**config.mk**
```make
export PLATFORM = sky130hd
export DESIGN_NAME = spi_frame_master
export DESIGN_NICKNAME = d
export VERILOG_FILES = /design/src/rtl/spi_frame_master.sv
export SDC_FILE = /design/constraint.sdc
export NUM_CORES = 1
export LEC_CHECK = 0
export BUFFER_PORTS_ARGS = -buffer_cell sky130_fd_sc_hd__buf_4
export CAP_MARGIN = 20
export CORE_MARGIN = 4
export CORE_UTILIZATION = 48
export DETAILED_ROUTE_END_ITERATION = 10
export PLACE_DENSITY_LB_ADDON = 0.12
export SLEW_MARGIN = 20
export SYNTH_ARGS = -nofsm -noshare
export SYNTH_HDL_FRONTEND = slang
export SYNTH_SLANG_ARGS = --single-unit
```
**constraint.sdc**
```tcl
create_clock -name clk -period 3.5 [get_ports clk]
set_input_delay 0.35 -clock clk [delete_from_list [all_inputs] [get_ports clk]]
set_output_delay 0.35 -clock clk [all_outputs]
set_load 0.01 [all_outputs]
```
**src/rtl/spi_frame_master.sv**
```systemverilog
module spi_frame_master #(
  parameter int PRESCALE = 13,
  parameter int MAXSHIFT = 8
) (
  input  logic       clk,
  input  logic       rst_n,
  input  logic [1:0] reg_addr,
  input  logic       reg_wr,
  input  logic [7:0] reg_wdata,
  output logic [7:0] reg_rdata,
  input  logic       sin,
  input  logic       gpio_level,
  output logic       sck,
  output logic       sout,
  output logic       irq
);
  localparam int CW = $clog2(PRESCALE * (1 << MAXSHIFT) + 1);

  logic [7:0]    sr_q;
  logic          flag_q, run_q, ie_q, cpol_q, cpha_q, osel_q, hold_q;
  logic [3:0]    len_q, bit_q;
  logic [2:0]    rate_q;
  logic [CW-1:0] cnt_q;

  logic [3:0]    shamt;
  logic [CW-1:0] period, half;
  logic          bit_end, mid, last_bit, wr_open, second_half;

  assign shamt       = (rate_q == 3'd7) ? 4'(MAXSHIFT) : {1'b0, rate_q};
  assign period      = CW'(PRESCALE) << shamt;
  assign half        = period >> 1;
  assign bit_end     = run_q && (cnt_q == period - CW'(1));
  assign mid         = run_q && (cnt_q == half - CW'(1));
  assign last_bit    = (bit_q == len_q - 4'd1);
  assign wr_open     = reg_wr && !run_q;
  assign second_half = (cnt_q >= half);

  assign sck  = run_q ? (cpol_q ^ (cpha_q ? !second_half : second_half)) : cpol_q;
  assign sout = osel_q ? ((bit_q < 4'd8) ? sr_q[7] : 1'b0) : gpio_level;
  assign irq  = flag_q & ie_q;

  always_comb begin
    case (reg_addr)
      2'd0:    reg_rdata = sr_q;
      2'd1:    reg_rdata = {flag_q, len_q, rate_q};
      2'd2:    reg_rdata = {4'd0, cpha_q, cpol_q, ie_q, run_q};
      default: reg_rdata = 8'd0;
    endcase
  end

  always_ff @(posedge clk or negedge rst_n) begin
    if (!rst_n) begin
      sr_q   <= 8'd0;
      flag_q <= 1'b0;
      len_q  <= 4'd0;
      rate_q <= 3'd0;
      run_q  <= 1'b0;
      ie_q   <= 1'b0;
      cpol_q <= 1'b0;
      cpha_q <= 1'b0;
      osel_q <= 1'b0;
      hold_q <= 1'b0;
      bit_q  <= 4'd0;
      cnt_q  <= '0;
    end else begin
      if (reg_wr && reg_addr == 2'd3)
        osel_q <= reg_wdata[0];
      if (wr_open) begin
        case (reg_addr)
          2'd0: sr_q <= reg_wdata;
          2'd1: begin
            flag_q <= flag_q & reg_wdata[7];
            len_q  <= reg_wdata[6:3];
            rate_q <= reg_wdata[2:0];
          end
          2'd2: begin
            cpha_q <= reg_wdata[3];
            cpol_q <= reg_wdata[2];
            ie_q   <= reg_wdata[1];
            if (reg_wdata[0] && len_q != 4'd0) begin
              run_q <= 1'b1;
              cnt_q <= '0;
              bit_q <= 4'd0;
            end
          end
          default: ;
        endcase
      end
      if (run_q) begin
        if (mid)
          hold_q <= sin;
        if (bit_end) begin
          cnt_q <= '0;
          sr_q  <= {sr_q[6:0], hold_q};
          if (last_bit) begin
            run_q <= 1'b0;
            bit_q <= 4'd0;
            if (ie_q) flag_q <= 1'b1;
          end else begin
            bit_q <= bit_q + 4'd1;
          end
        end else begin
          cnt_q <= cnt_q + CW'(1);
        end
      end
    end
  end

  AST_IDLE_SCK: assert property (@(posedge clk) disable iff (!rst_n)
    !run_q |-> sck == cpol_q);
  AST_FLAG_SOURCE: assert property (@(posedge clk) disable iff (!rst_n)
    $rose(flag_q) |-> $past(run_q) && ie_q);
  AST_FORMAT_LOCKED: assert property (@(posedge clk) disable iff (!rst_n)
    run_q && $past(run_q) |-> $stable(len_q) && $stable(rate_q) && $stable(cpol_q) && $stable(cpha_q));
  AST_LEN_VALID: assert property (@(posedge clk) disable iff (!rst_n)
    run_q |-> len_q != 4'd0);
  AST_CNT_BOUND: assert property (@(posedge clk) disable iff (!rst_n)
    run_q |-> cnt_q < period);
  AST_RUN_STOP: assert property (@(posedge clk) disable iff (!rst_n)
    $fell(run_q) |-> $past(bit_q) == len_q - 4'd1);
  AST_TAIL_ZERO: assert property (@(posedge clk) disable iff (!rst_n)
    run_q && osel_q && bit_q >= 4'd8 |-> !sout);
endmodule

```
==> results of run 1 <==
[placed cells by master (no fill, tap or decap), types with 3 or more instances in the layout]
master    instances
xor2_1            9
o21bai_1          3
mux2i_1          22
a31oi_1           4
a22o_1            4
nand3_1          15
xnor2_1           9
nand2b_1          8
and2_1            6
nor3_1            7
nand4_1           3
buf_4            30
dfrtp_1          35
inv_1            16
ha_1             15
mux2_2            9
dfrtp_2           3
o211ai_1          3
and3_1            4
nor2b_1           9
nor2_1           29
nand2_1          28
or3_1             3
nor3b_1           4
a21oi_1          23
clkbuf_8          5
o21ai_0          28
[final cells by class]
class	count	share of cell area
Timing Repair Buffer	31	0.0689
Tap cell	75	0.0273
Clock inverter	3	0.0201
Inverter	16	0.0175
Clock buffer	5	0.0201
Sequential cell	38	0.278
Multi-Input combinational cell	283	0.568
[critical path, stage by stage (launching register included)]
cell and delay (ns):
dfrtp_2 0.42, nand2_2 0.10, nand2_1 0.15, inv_1 0.11, ha_4 0.20, nand2_1 0.08
inv_1 0.05, ha_1 0.28, nand2b_1 0.10, a21o_1 0.12, a211oi_1 0.06, or3_1 0.39
a31oi_2 0.20, o21bai_1 0.12, nand3_1 0.07, buf_4 0.15
[routing by layer]
layer	part of all wire	up-vias	wire (um)
li1	-	1314	-
met1	0.51	1272	3770
met2	0.42	53	3120
met3	0.046	16	341
met4	0.020	0	147
met5	0	-	0
[power by group through the flow]
stage          clock, mW  sequential [mW]  combinational, mW
6_report           0.457            0.862               1.69
3_3_place_gp           0            0.857               1.59
5_1_grt            0.493            0.896               1.89
4_1_cts            0.469            0.851               1.62
2_1_floorplan          0            0.751               1.31
3_5_place_dp           0            0.860               1.61
[cells by family after synthesis]
group	after synthesis	synth area share
AO/OA/AOI/OAI	87	0.179
XOR/XNOR	18	0.0521
adder cells (fa/ha/maj)	18	0.0744
buffers and inverters	36	0.0542
flip-flops	38	0.314
multiplexers	31	0.106
AND/OR/NAND/NOR	129	0.219
[flip-flops by register name, indices dropped and copies added, names as in the netlist]
name    flops
cnt_q      12
sr_q        8
bit_q       4
len_q       4
rate_q      3
cpha_q      1
cpol_q      1
flag_q      1
hold_q      1
ie_q        1
osel_q      1
run_q       1
[final timing paths]
check / end / slack (ns) / cells past startpoint
setup / recovery: sck / 0.25 / 15
hold / removal: sr_q[6]$_DFF_PN0_ / 0.01 / 1
setup reg to reg: bit_q[3]$_DFF_PN0_ / 0.56 / 10
hold reg to reg: flag_q$_DFF_PN0_ / 0.53 / 1
max in group asynchronous: rate_q[0]$_DFFE_PN0P_ / 3.11 / 1
min in group clk: rate_q[2]$_DFFE_PN0P_ / 0.28 / 3
[timing repair]
action                                  in CTS  in global routing
setup buffers                                0                  0
endpoints found under the setup margin       0                  1
gates resized for setup                      0                 12
[through the flow]
step / cell area (sq um) / total power, mW / hold slack [ns] / cells / worst slack, ns
after detailed placement: 3250 / 2.47 / 0.353 / 443 / 0.444
after global placement: 3250 / 2.44 / 0.349 / 443 / 0.491
after CTS: 3390 / 2.94 / 0.0246 / 451 / 0.0984
after floorplan: 3030 / 2.06 / 0.0544 / 357 / 0.590
final: 3430 / 3.00 / 0.0147 / 451 / 0.248
after global routing: 3430 / 3.28 / 0.0477 / 451 / 0.0305
==> results by group, run 1 <==
Status
  – Outcome: finished clean

Timing
  – Final Setup Violations: 0
  – Final Slew Violations: 0
  – RSZ-0062 raised after global routing: false
  – Slew HR: 0.385
  – Fmax: slightly above 300 MHz
  – Period utilization: 0.929
  – Final setup TNS: 0 ns
  – Final min period: about 3.3 ns
  – Endpoints failing hold: 0
  – Max Clock Skew: approximately 0.0064 ns
  – Slew @ Worst Pin: 0.918 ns

Drt
  – Vias per cell: 5.89
  – Post-DRT Antenna Nets: 0
  – Initial DRC count: 209
  – WL/cell: 16.4 um
  – Post-Route WL: 7380 um
  – First-pass DRT Iterations: 5
  – DRC: 0
  – Vias: about 2,700

Critical path
  – Kind of critical path: reg2out
  – Critical path fanouts, max: 6
  – Worst Path Arrival: about 2.9 ns
  – RR Startpoint: rate_q[2]$_DFFE_PN0P_
  – Critical Path Source Type: flip-flop
  – CP endpoint kind: output pin
  – CP startpoint: rate_q[2]$_DFFE_PN0P_
  – Req. time, crit path: approximately 3.2 ns

Layout
  – Area growth, synth to finish: 13.4%
  – Final net count: 408
  – Layout fillers: roughly 570
  – Fin util: 0.570
  – Register area: 955 sq um
  – Multi-input gate area: around 1900 sq um
  – Layout cell share with drive strength beyond 1: 0.165
  – ANT cells: 0

GRT
  – Met1 usage: 0.306
  – Met2 GRT Util: 0.284
  – Initial antenna violation count: 0
  – GRT Residual Overflow: 0
  – Largest net degree at the start of global routing: 39
  – Via count of the first global-routing pass: 2,372
  – Grt met3 use: 0.0397
  – GR Util All Layers: 0.202
  – Most used routing layer: met1
  – Global-route wire length before repair: 12,100 um

Yosys
  – Post-Synthesis Cells: 357
  – Yosys warns: 0
  – Number of synthesized flops with an enable pin: 0
  – Synth top area share: 0.314
  – Leading area contributor after synthesis: dfrtp_1
  – Synth cell types: 52
  – Number of synthesized register bits: 38
  – Mean Syn Cell Area: 8.47 sq um
  – Async set-reset flop share out of synthesis: 1.00
  – Netlist Area Pre-Place: 3030 sq um
  – Main synth FF type: dfrtp_1
  – Cell with the most instances after synthesis: dfrtp_1
  – Syn Nets: 390
  – Synth top cells by count: dfrtp_1 (38), nand2_1 (30), nor2_1 (29)
  – Synth top area cells: dfrtp_1 (31%), ha_1 (7.4%), mux2i_1 (7.3%)
  – Register area share after synthesis: 0.314

Power and ir drop
  – Net Sw Frac: 0.432
  – Clock power frac: 0.152
  – Comb pwr share: 0.561
  – Pwr Density: ~880 nW/um^2
  – Sequential power share: 0.287
  – Sw power: 1.30 mW
  – P_int: 1.71 mW
  – Leakage: about 1.5 nW
  – Worst IR Drop VDD: 0.507 mV

Floorplanning
  – Area of the core: ~6000 sq um
  – # IOs: 26
  – Die width: 87.4 um
  – Die Height: 87.4 um
  – Die Area: 7640 sq um
  – Starting Density: 0.502
  – Std-Cell Rows: 28

Run
  – Max-Cap Viols: 0

CTS
  – Clock slew at reported path FFs: ~0.080 ns
  – Sink Count: 38
  – Clock tree buffer depth: 2
  – Post-cts hold buffer count: 0
  – Insertion delay to the later sink of the worst-skew pair: 0.30 ns
  – TritonCTS clock tree: done
  – CTS Buf Count: 5
  – Clk root buf: clkbuf_8
  – H-tree depth: 2

Hold path
  – Worst Hold Class: in2async

Placed design
  – Post-DP HPWL: 5490 um
  – # port buffers: 25
  – Final GP Congestion: roughly 0.88
(Power assumes the default switching activity.)
==> run 2, diff against run 1 <==
HOLD_SLACK_MARGIN = 0.02   (was default)
MAX_ROUTING_LAYER = met4   (was default)
==> run 2 against run 1 <==
Against the previous run: final cell count rose by 0.22%; setup slack got worse by 0.063 ns; clock power barely moved; critical path type unchanged; critical endpoint unchanged.
==> results by group, run 2 (synthesis results as in run 1) <==
Layout
  – Final net count: 409 (was 408)
  – Biggest regs: cnt_q: 12 flops, sr_q: 8 flops (unchanged)
  – Most frequent cells in the layout: dfrtp_1 (36), buf_4 (30), nor2_1 (29) (was dfrtp_1 (35), buf_4 (30), nor2_1 (29))
  – Final cell count without fillers: 452 (was 451)
  – Layout fillers: 565 (was 569)
  – ANT cells: 0 (unchanged)
  – Most flop-heavy register: cnt_q (unchanged)
  – Fin util: 0.572 (was 0.570)
  – Register area: 953 sq um (was 955 sq um)
  – Max reg flops: 12 (unchanged)
  – Multi-input gate area: 1950 sq um (about the same)
  – Layout cell share with drive strength beyond 1: 0.170 (was 0.165)
  – Most common cell after layout, fill and taps aside: dfrtp_1 (unchanged)
  – Area growth, synth to finish: 13.9% (was 13.4%)

Drt
  – Post-Route WL: 7490 um (was 7380 um)
  – Vias per cell: 5.87 (was 5.89)
  – WL/cell: 16.6 um (was 16.4 um)
  – First-pass DRT Iterations: 5 (unchanged)
  – DRC: 0 (unchanged)
  – Post-DRT Antenna Nets: 0 (unchanged)
  – Vias: 2,654 (was 2,655)
  – Initial DRC count: 193 (was 209)

Critical path
  – Worst-path cell chain: buf_6 > nand2_2 > ha_4 > and2_1 > o21ai_0 > ha_1 > nand4_1 > or3_1 > a31oi_2 > o21bai_1 > nand3_1 > buf_4 (was nand2_2 > nand2_1 > inv_1 > ha_4 > nand2_1 > inv_1 > ha_1 > nand2b_1 > a21o_1 > a211oi_1 > or3_1 > a31oi_2 > o21bai_1 > nand3_1 > buf_4)
  – Kind of critical path: reg2out (unchanged)
  – CP max stage delay: 0.44 ns (was 0.42 ns)
  – Crit-path slowest cell: dfrtp_1 (was dfrtp_2)
  – Top Family by Delay on Critical Path: simple AND/OR/NAND/NOR gates (unchanged)
  – Req. time, crit path: 3.15 ns (about the same)
  – R2R Path End: bit_q[3]$_DFF_PN0_ (unchanged)
  – Worst Reg-to-Reg Cells: 10 (unchanged)
  – Crit path buf inv count: 2 (was 3)
  – Critical Path Source Type: flip-flop (unchanged)
  – RR Startpoint: rate_q[1]$_DFFE_PN0P_ (was rate_q[2]$_DFFE_PN0P_)
  – Critical path fanouts, max: 15 (was 6)
  – Register-to-register setup slack: 0.55 ns (was 0.56 ns)
  – CP endpoint kind: output pin (unchanged)
  – Worst Path Arrival: 2.96 ns (was 2.90 ns)

CTS
  – Sink Count: 38 (unchanged)
  – Post-cts hold buffer count: 0 (unchanged)
  – Clock tree buffer depth: 2 (unchanged)
  – CTS Buf Count: 5 (unchanged)
  – H-tree depth: 2 (unchanged)
  – Insertion delay to the later sink of the worst-skew pair: 0.30 ns (about the same)
  – Clk root buf: clkbuf_8 (unchanged)
  – TritonCTS clock tree: done (unchanged)
  – Clock slew at reported path FFs: 0.09 ns (was 0.08 ns)

GRT
  – Global-route wire length before repair: 12,400 um (was 12,100 um)
  – GRT Residual Overflow: 0 (unchanged)
  – Largest net degree at the start of global routing: 39 (unchanged)
  – Initial antenna violation count: 0 (unchanged)
  – GR Util All Layers: 0.214 (was 0.202)
  – Via count of the first global-routing pass: 2,422 (was 2,372)

Floorplanning
  – Die width: 87.4 um (unchanged)
  – # IOs: 26 (unchanged)
  – Area of the core: 6030 sq um (unchanged)
  – Std-Cell Rows: 28 (unchanged)
  – Starting Density: 0.502 (unchanged)
  – Die Height: 87.4 um (unchanged)
  – Die Area: 7640 sq um (unchanged)

Power and ir drop
  – Pwr Density: 882 nW/um^2 (was 876 nW/um^2)
  – Worst IR Drop VDD: 0.515 mV (was 0.507 mV)
  – P_int: 1.72 mW (was 1.71 mW)
  – Leakage: 1.51 nW (about the same)
  – Sw power: 1.32 mW (was 1.30 mW)
  – Comb pwr share: 0.565 (was 0.561)
  – PnR Total Power: 3.04 mW (was 3.00 mW)
  – Net Sw Frac: 0.434 (was 0.432)
  – Sequential power share: 0.284 (was 0.287)
  – Clock power frac: 0.151 (was 0.152)

Timing
  – Fmax: 302 MHz (was 308 MHz)
  – Endpoints failing hold: 0 (unchanged)
  – Slew HR: 0.378 (was 0.385)
  – Final Slew Violations: 0 (unchanged)
  – Final worst setup slack: 0.185 ns (was 0.248 ns)
  – Period utilization: 0.947 (was 0.929)
  – Max Clock Skew: 0.0105 ns (was 0.00642 ns)
  – Final min period: 3.31 ns (was 3.25 ns)
  – Final Setup Violations: 0 (unchanged)
  – Slew @ Worst Pin: 0.928 ns (was 0.918 ns)
  – Worst hold margin: 0.0145 ns (was 0.0147 ns)

Placed design
  – Placed cell count: 443 (unchanged)
  – Final GP Congestion: 0.889 (was 0.879)
  – Place WS: 0.366 ns (was 0.444 ns)
  – Post-DP HPWL: 5500 um (was 5490 um)
  – # port buffers: 25 (unchanged)

Status
  – Outcome: finished clean (unchanged)

Hold path
  – Worst Hold Class: in2async (unchanged)

Run
  – Max-Cap Viols: 0 (unchanged)
[run 2: timing repair]
| action | in CTS | in global routing |
|---|---|---|
| setup buffers | 0 | 1 |
| setup endpoints to repair | 0 | 1 |
| gates resized for setup | 0 | 14 |
[run 2: stage by stage]
stage	cell area, sq um	setup TNS, ns
floorplan	3030	0
global placement	3250	0
detailed placement	3250	0
CTS	3390	0
global route	3440	-0.00651
finish	3440	0
[run 2: per-layer routing]
metal	wire length, um	GRT usage
met5	0	-
met4	81	0.0502
met3	357	0.0369
met2	3280	0.290
met1	3780	0.326
[run 2: cell type report]
| cell class | count | area share |
|---|---|---|
| multi-input combinational | 283 | 0.567 |
| sequential | 38 | 0.277 |
| timing repair buffer | 32 | 0.0719 |
| tap | 75 | 0.0272 |
| clock buffer | 5 | 0.0200 |
| clock inverter | 3 | 0.0200 |
| inverter | 16 | 0.0174 |
[run 2: how the worst max path moves through the flow]
| stage | depth (start not counted) | start | end |
|---|---|---|---|
| after floorplan | 13 | rate_q[2]$_DFFE_PN0P_ | sck |
| after global placement | 12 | rate_q[1]$_DFFE_PN0P_ | sck |
| after detailed placement | 12 | rate_q[1]$_DFFE_PN0P_ | sck |
| after CTS | 12 | rate_q[1]$_DFFE_PN0P_ | sck |
| after global routing | 12 | rate_q[1]$_DFFE_PN0P_ | sck |
| final | 12 | rate_q[1]$_DFFE_PN0P_ | sck |
[run 2: power groups by stage]
stage | Sequential [mW] | Clock (mW) | Combinational [mW]
6_report | 0.864 | 0.459 | 1.72
5_1_grt | 0.896 | 0.491 | 1.92
4_1_cts | 0.851 | 0.466 | 1.62
3_5_place_dp | 0.859 | 0 | 1.61
3_3_place_gp | 0.857 | 0 | 1.59
2_1_floorplan | 0.751 | 0 | 1.31
[run 2: worst reg2reg max path: cells and delay by family (launching register included)]
kind	cells	cell delay, ns
AO/OA/AOI/OAI	4	0.63
adder cells (fa/ha/maj)	1	0.32
buffers and inverters	1	0.18
flip-flops	1	0.44
AND/OR/NAND/NOR	4	1.30
==> run 3, diff against run 2 <==
CORE_MARGIN = default   (was 4)
HOLD_SLACK_MARGIN = 0.12   (was 0.02)
==> run 3 against run 2 <==
Against the previous run: sequential power rose by 0.5%; global-route usage rose by 3.4 points; via count fell by 1.0%; die area fell by 13%; cell area fell by 1.0%; critical path depth did not move; maximum frequency fell by 0.48%; clock skew fell by 0.0031 ns; first-iteration DRC count did not move; power fell by 2.8%; routed wire length fell by 0.95%; clock power barely moved; highest routed layer unchanged.
==> results by group, run 3 (synthesis results as in run 1) <==
Critical path
  – Critical Path Source Type: flip-flop (unchanged)
  – R2R Path End: flag_q$_DFF_PN0_ (was bit_q[3]$_DFF_PN0_)
  – Worst Reg-to-Reg Cells: 11 (was 10)
  – Register-to-register setup slack: 0.63 ns (was 0.55 ns)
  – CP max stage delay: 0.43 ns (was 0.44 ns)
  – RR Startpoint: rate_q[1]$_DFFE_PN0P_ (unchanged)
  – Worst Path Arrival: 2.98 ns (was 2.96 ns)
  – Kind of critical path: reg2out (unchanged)
  – Req. time, crit path: 3.15 ns (about the same)
  – Worst-path cell chain: buf_6 > nand2_1 > ha_2 > and2_1 > o21ai_0 > ha_1 > nand4_1 > or3_1 > a31oi_1 > o21bai_1 > nand3_1 > buf_4 (was buf_6 > nand2_2 > ha_4 > and2_1 > o21ai_0 > ha_1 > nand4_1 > or3_1 > a31oi_2 > o21bai_1 > nand3_1 > buf_4)
  – Crit path buf inv count: 2 (unchanged)
  – Top Family by Delay on Critical Path: simple AND/OR/NAND/NOR gates (unchanged)
  – Crit-path slowest cell: dfrtp_2 (was dfrtp_1)
  – CP endpoint kind: output pin (unchanged)
  – Critical path fanouts, max: 15 (unchanged)

Power and ir drop
  – Net Sw Frac: 0.434 (about the same)
  – Sequential power share: 0.294 (was 0.284)
  – Comb pwr share: 0.550 (was 0.565)
  – Leakage: 1.51 nW (about the same)
  – Pwr Density: 866 nW/um^2 (was 882 nW/um^2)
  – Worst IR Drop VDD: 0.439 mV (was 0.515 mV)
  – PnR Total Power: 2.95 mW (was 3.04 mW)
  – Clock power frac: 0.156 (was 0.151)
  – Sw power: 1.28 mW (was 1.32 mW)
  – P_int: 1.67 mW (was 1.72 mW)

Run
  – Max-Cap Viols: 0 (unchanged)

Floorplanning
  – # IOs: 26 (unchanged)
  – Area of the core: 5990 sq um (was 6030 sq um)
  – Die width: 81.4 um (was 87.4 um)
  – Die Height: 81.4 um (was 87.4 um)
  – Std-Cell Rows: 28 (unchanged)
  – Starting Density: 0.505 (was 0.502)
  – Die Area: 6620 sq um (was 7640 sq um)

GRT
  – GR Util All Layers: 0.248 (was 0.214)
  – Largest net degree at the start of global routing: 39 (unchanged)
  – GRT Residual Overflow: 0 (unchanged)
  – Via count of the first global-routing pass: 2,359 (was 2,422)
  – Global-route wire length before repair: 12,000 um (was 12,400 um)
  – Initial antenna violation count: 0 (unchanged)

Layout
  – Biggest regs: cnt_q: 12 flops, sr_q: 8 flops (unchanged)
  – ANT cells: 0 (unchanged)
  – Max reg flops: 12 (unchanged)
  – Area growth, synth to finish: 12.7% (was 13.9%)
  – Fin util: 0.569 (was 0.572)
  – Most flop-heavy register: cnt_q (unchanged)
  – Final net count: 409 (unchanged)
  – Layout cell share with drive strength beyond 1: 0.154 (was 0.170)
  – Layout fillers: 558 (was 565)
  – Most frequent cells in the layout: dfrtp_1 (36), buf_4 (30), nand2_1 (29), nor2_1 (29), o21ai_0 (28) (was dfrtp_1 (36), buf_4 (30), nor2_1 (29))
  – Most common cell after layout, fill and taps aside: dfrtp_1 (unchanged)

Drt
  – Post-Route WL: 7420 um (was 7490 um)
  – WL/cell: 16.4 um (was 16.6 um)
  – Post-DRT Antenna Nets: 0 (unchanged)
  – Initial DRC count: 193 (unchanged)
  – Vias per cell: 5.81 (was 5.87)
  – Vias: 2,627 (was 2,654)
  – First-pass DRT Iterations: 4 (was 5)
  – DRC: 0 (unchanged)

Timing
  – Fmax: 300 MHz (was 302 MHz)
  – RSZ-0062 raised after global routing: false
  – Final min period: 3.33 ns (was 3.31 ns)
  – Endpoints failing hold: 0 (unchanged)
  – Max Clock Skew: 0.00733 ns (was 0.0105 ns)
  – Final setup TNS: 0 ns (unchanged)
  – Final worst setup slack: 0.169 ns (was 0.185 ns)
  – Slew @ Worst Pin: 0.877 ns (was 0.928 ns)
  – Period utilization: 0.952 (was 0.947)
  – Final Setup Violations: 0 (unchanged)
  – Final Slew Violations: 0 (unchanged)
  – Slew HR: 0.412 (was 0.378)

CTS
  – H-tree depth: 2 (unchanged)
  – Sink Count: 38 (unchanged)
  – Postcts setup bufs: 0 (unchanged)
  – Clock slew at reported path FFs: 0.09 ns (about the same)
  – Insertion delay to the later sink of the worst-skew pair: 0.29 ns (was 0.30 ns)
  – TritonCTS clock tree: done (unchanged)
  – Clk root buf: clkbuf_8 (unchanged)
  – Clock tree buffer depth: 2 (unchanged)
  – CTS Buf Count: 5 (unchanged)

Placed design
  – Post-DP HPWL: 5390 um (was 5500 um)
  – Final GP Congestion: 0.879 (was 0.889)
  – # port buffers: 25 (unchanged)
  – Place WS: 0.402 ns (was 0.366 ns)

Hold path
  – HP Start: reg_wdata[2]
  – Hold path cells: 3
  – Hold worst-path end: rate_q[2]$_DFFE_PN0P_
  – Worst Hold Class: in2reg (was in2async)

Status
  – Outcome: finished clean (unchanged)
## run 3: per-stage QoR
step	std cells	hold WS [ns]	area, sq um
after CTS	452	0.286	3400
after global routing	452	0.286	3410
final	452	0.292	3410
after global placement	443	0.350	3250
after detailed placement	443	0.353	3250
after floorplan	357	0.0544	3030
## run 3: what timing repair did
item	in CTS	in global routing
hold endpoints to repair	38	0
endpoints found under the setup margin	0	1
gates resized for setup	0	6
hold buffers	1	0
## run 3: worst max path at each step
| stage | from | to | cells after the start |
|---|---|---|---|
| floorplan | rate_q[2]$_DFFE_PN0P_ | sck | 13 |
| global placement | rate_q[1]$_DFFE_PN0P_ | sck | 12 |
| detailed placement | rate_q[1]$_DFFE_PN0P_ | sck | 12 |
| CTS | rate_q[1]$_DFFE_PN0P_ | sck | 12 |
| global route | rate_q[1]$_DFFE_PN0P_ | sck | 12 |
| finish | rate_q[1]$_DFFE_PN0P_ | sck | 12 |
## run 3: power groups by stage
stage	combinational [mW]	clock (mW)	sequential [mW]
2_1_floorplan	1.31	0	0.751
4_1_cts	1.61	0.470	0.859
6_report	1.62	0.461	0.868
3_5_place_dp	1.60	0	0.866
5_1_grt	1.81	0.494	0.898
3_3_place_gp	1.58	0	0.861
## run 3: cell type report
cell class | count | area (sq um) | share of cell area
Sequential cell | 38 | 953 | 0.280
Inverter | 16 | 60.1 | 0.0176
Tap cell | 75 | 93.8 | 0.0275
Timing Repair Buffer | 32 | 246 | 0.0723
Clock buffer | 5 | 68.8 | 0.0202
Clock inverter | 3 | 68.8 | 0.0202
Multi-Input combinational cell | 283 | 1920 | 0.563
## run 3: worst register-to-register path, stage by stage, from the launching register on
cell and delay [ns]:
dfrtp_2 0.43, buf_6 0.17, nand2_1 0.11, ha_2 0.40, a21oi_1 0.06, nor3b_1 0.18, o21ai_0 0.11, a32oi_1 0.36
nand4_1 0.24, buf_4 0.27, nor2_1 0.29, a22o_1 0.20
## run 3: metal layers
metal  up-vias  wire length [um]  part of all wire  track usage
met2        55              3260              0.44        0.357
met3         2               395             0.053       0.0371
met5         -                 0                 0            -
met4         0                33            0.0044       0.0482
met1      1257              3730              0.50        0.364
li1       1313                 -                 -            -
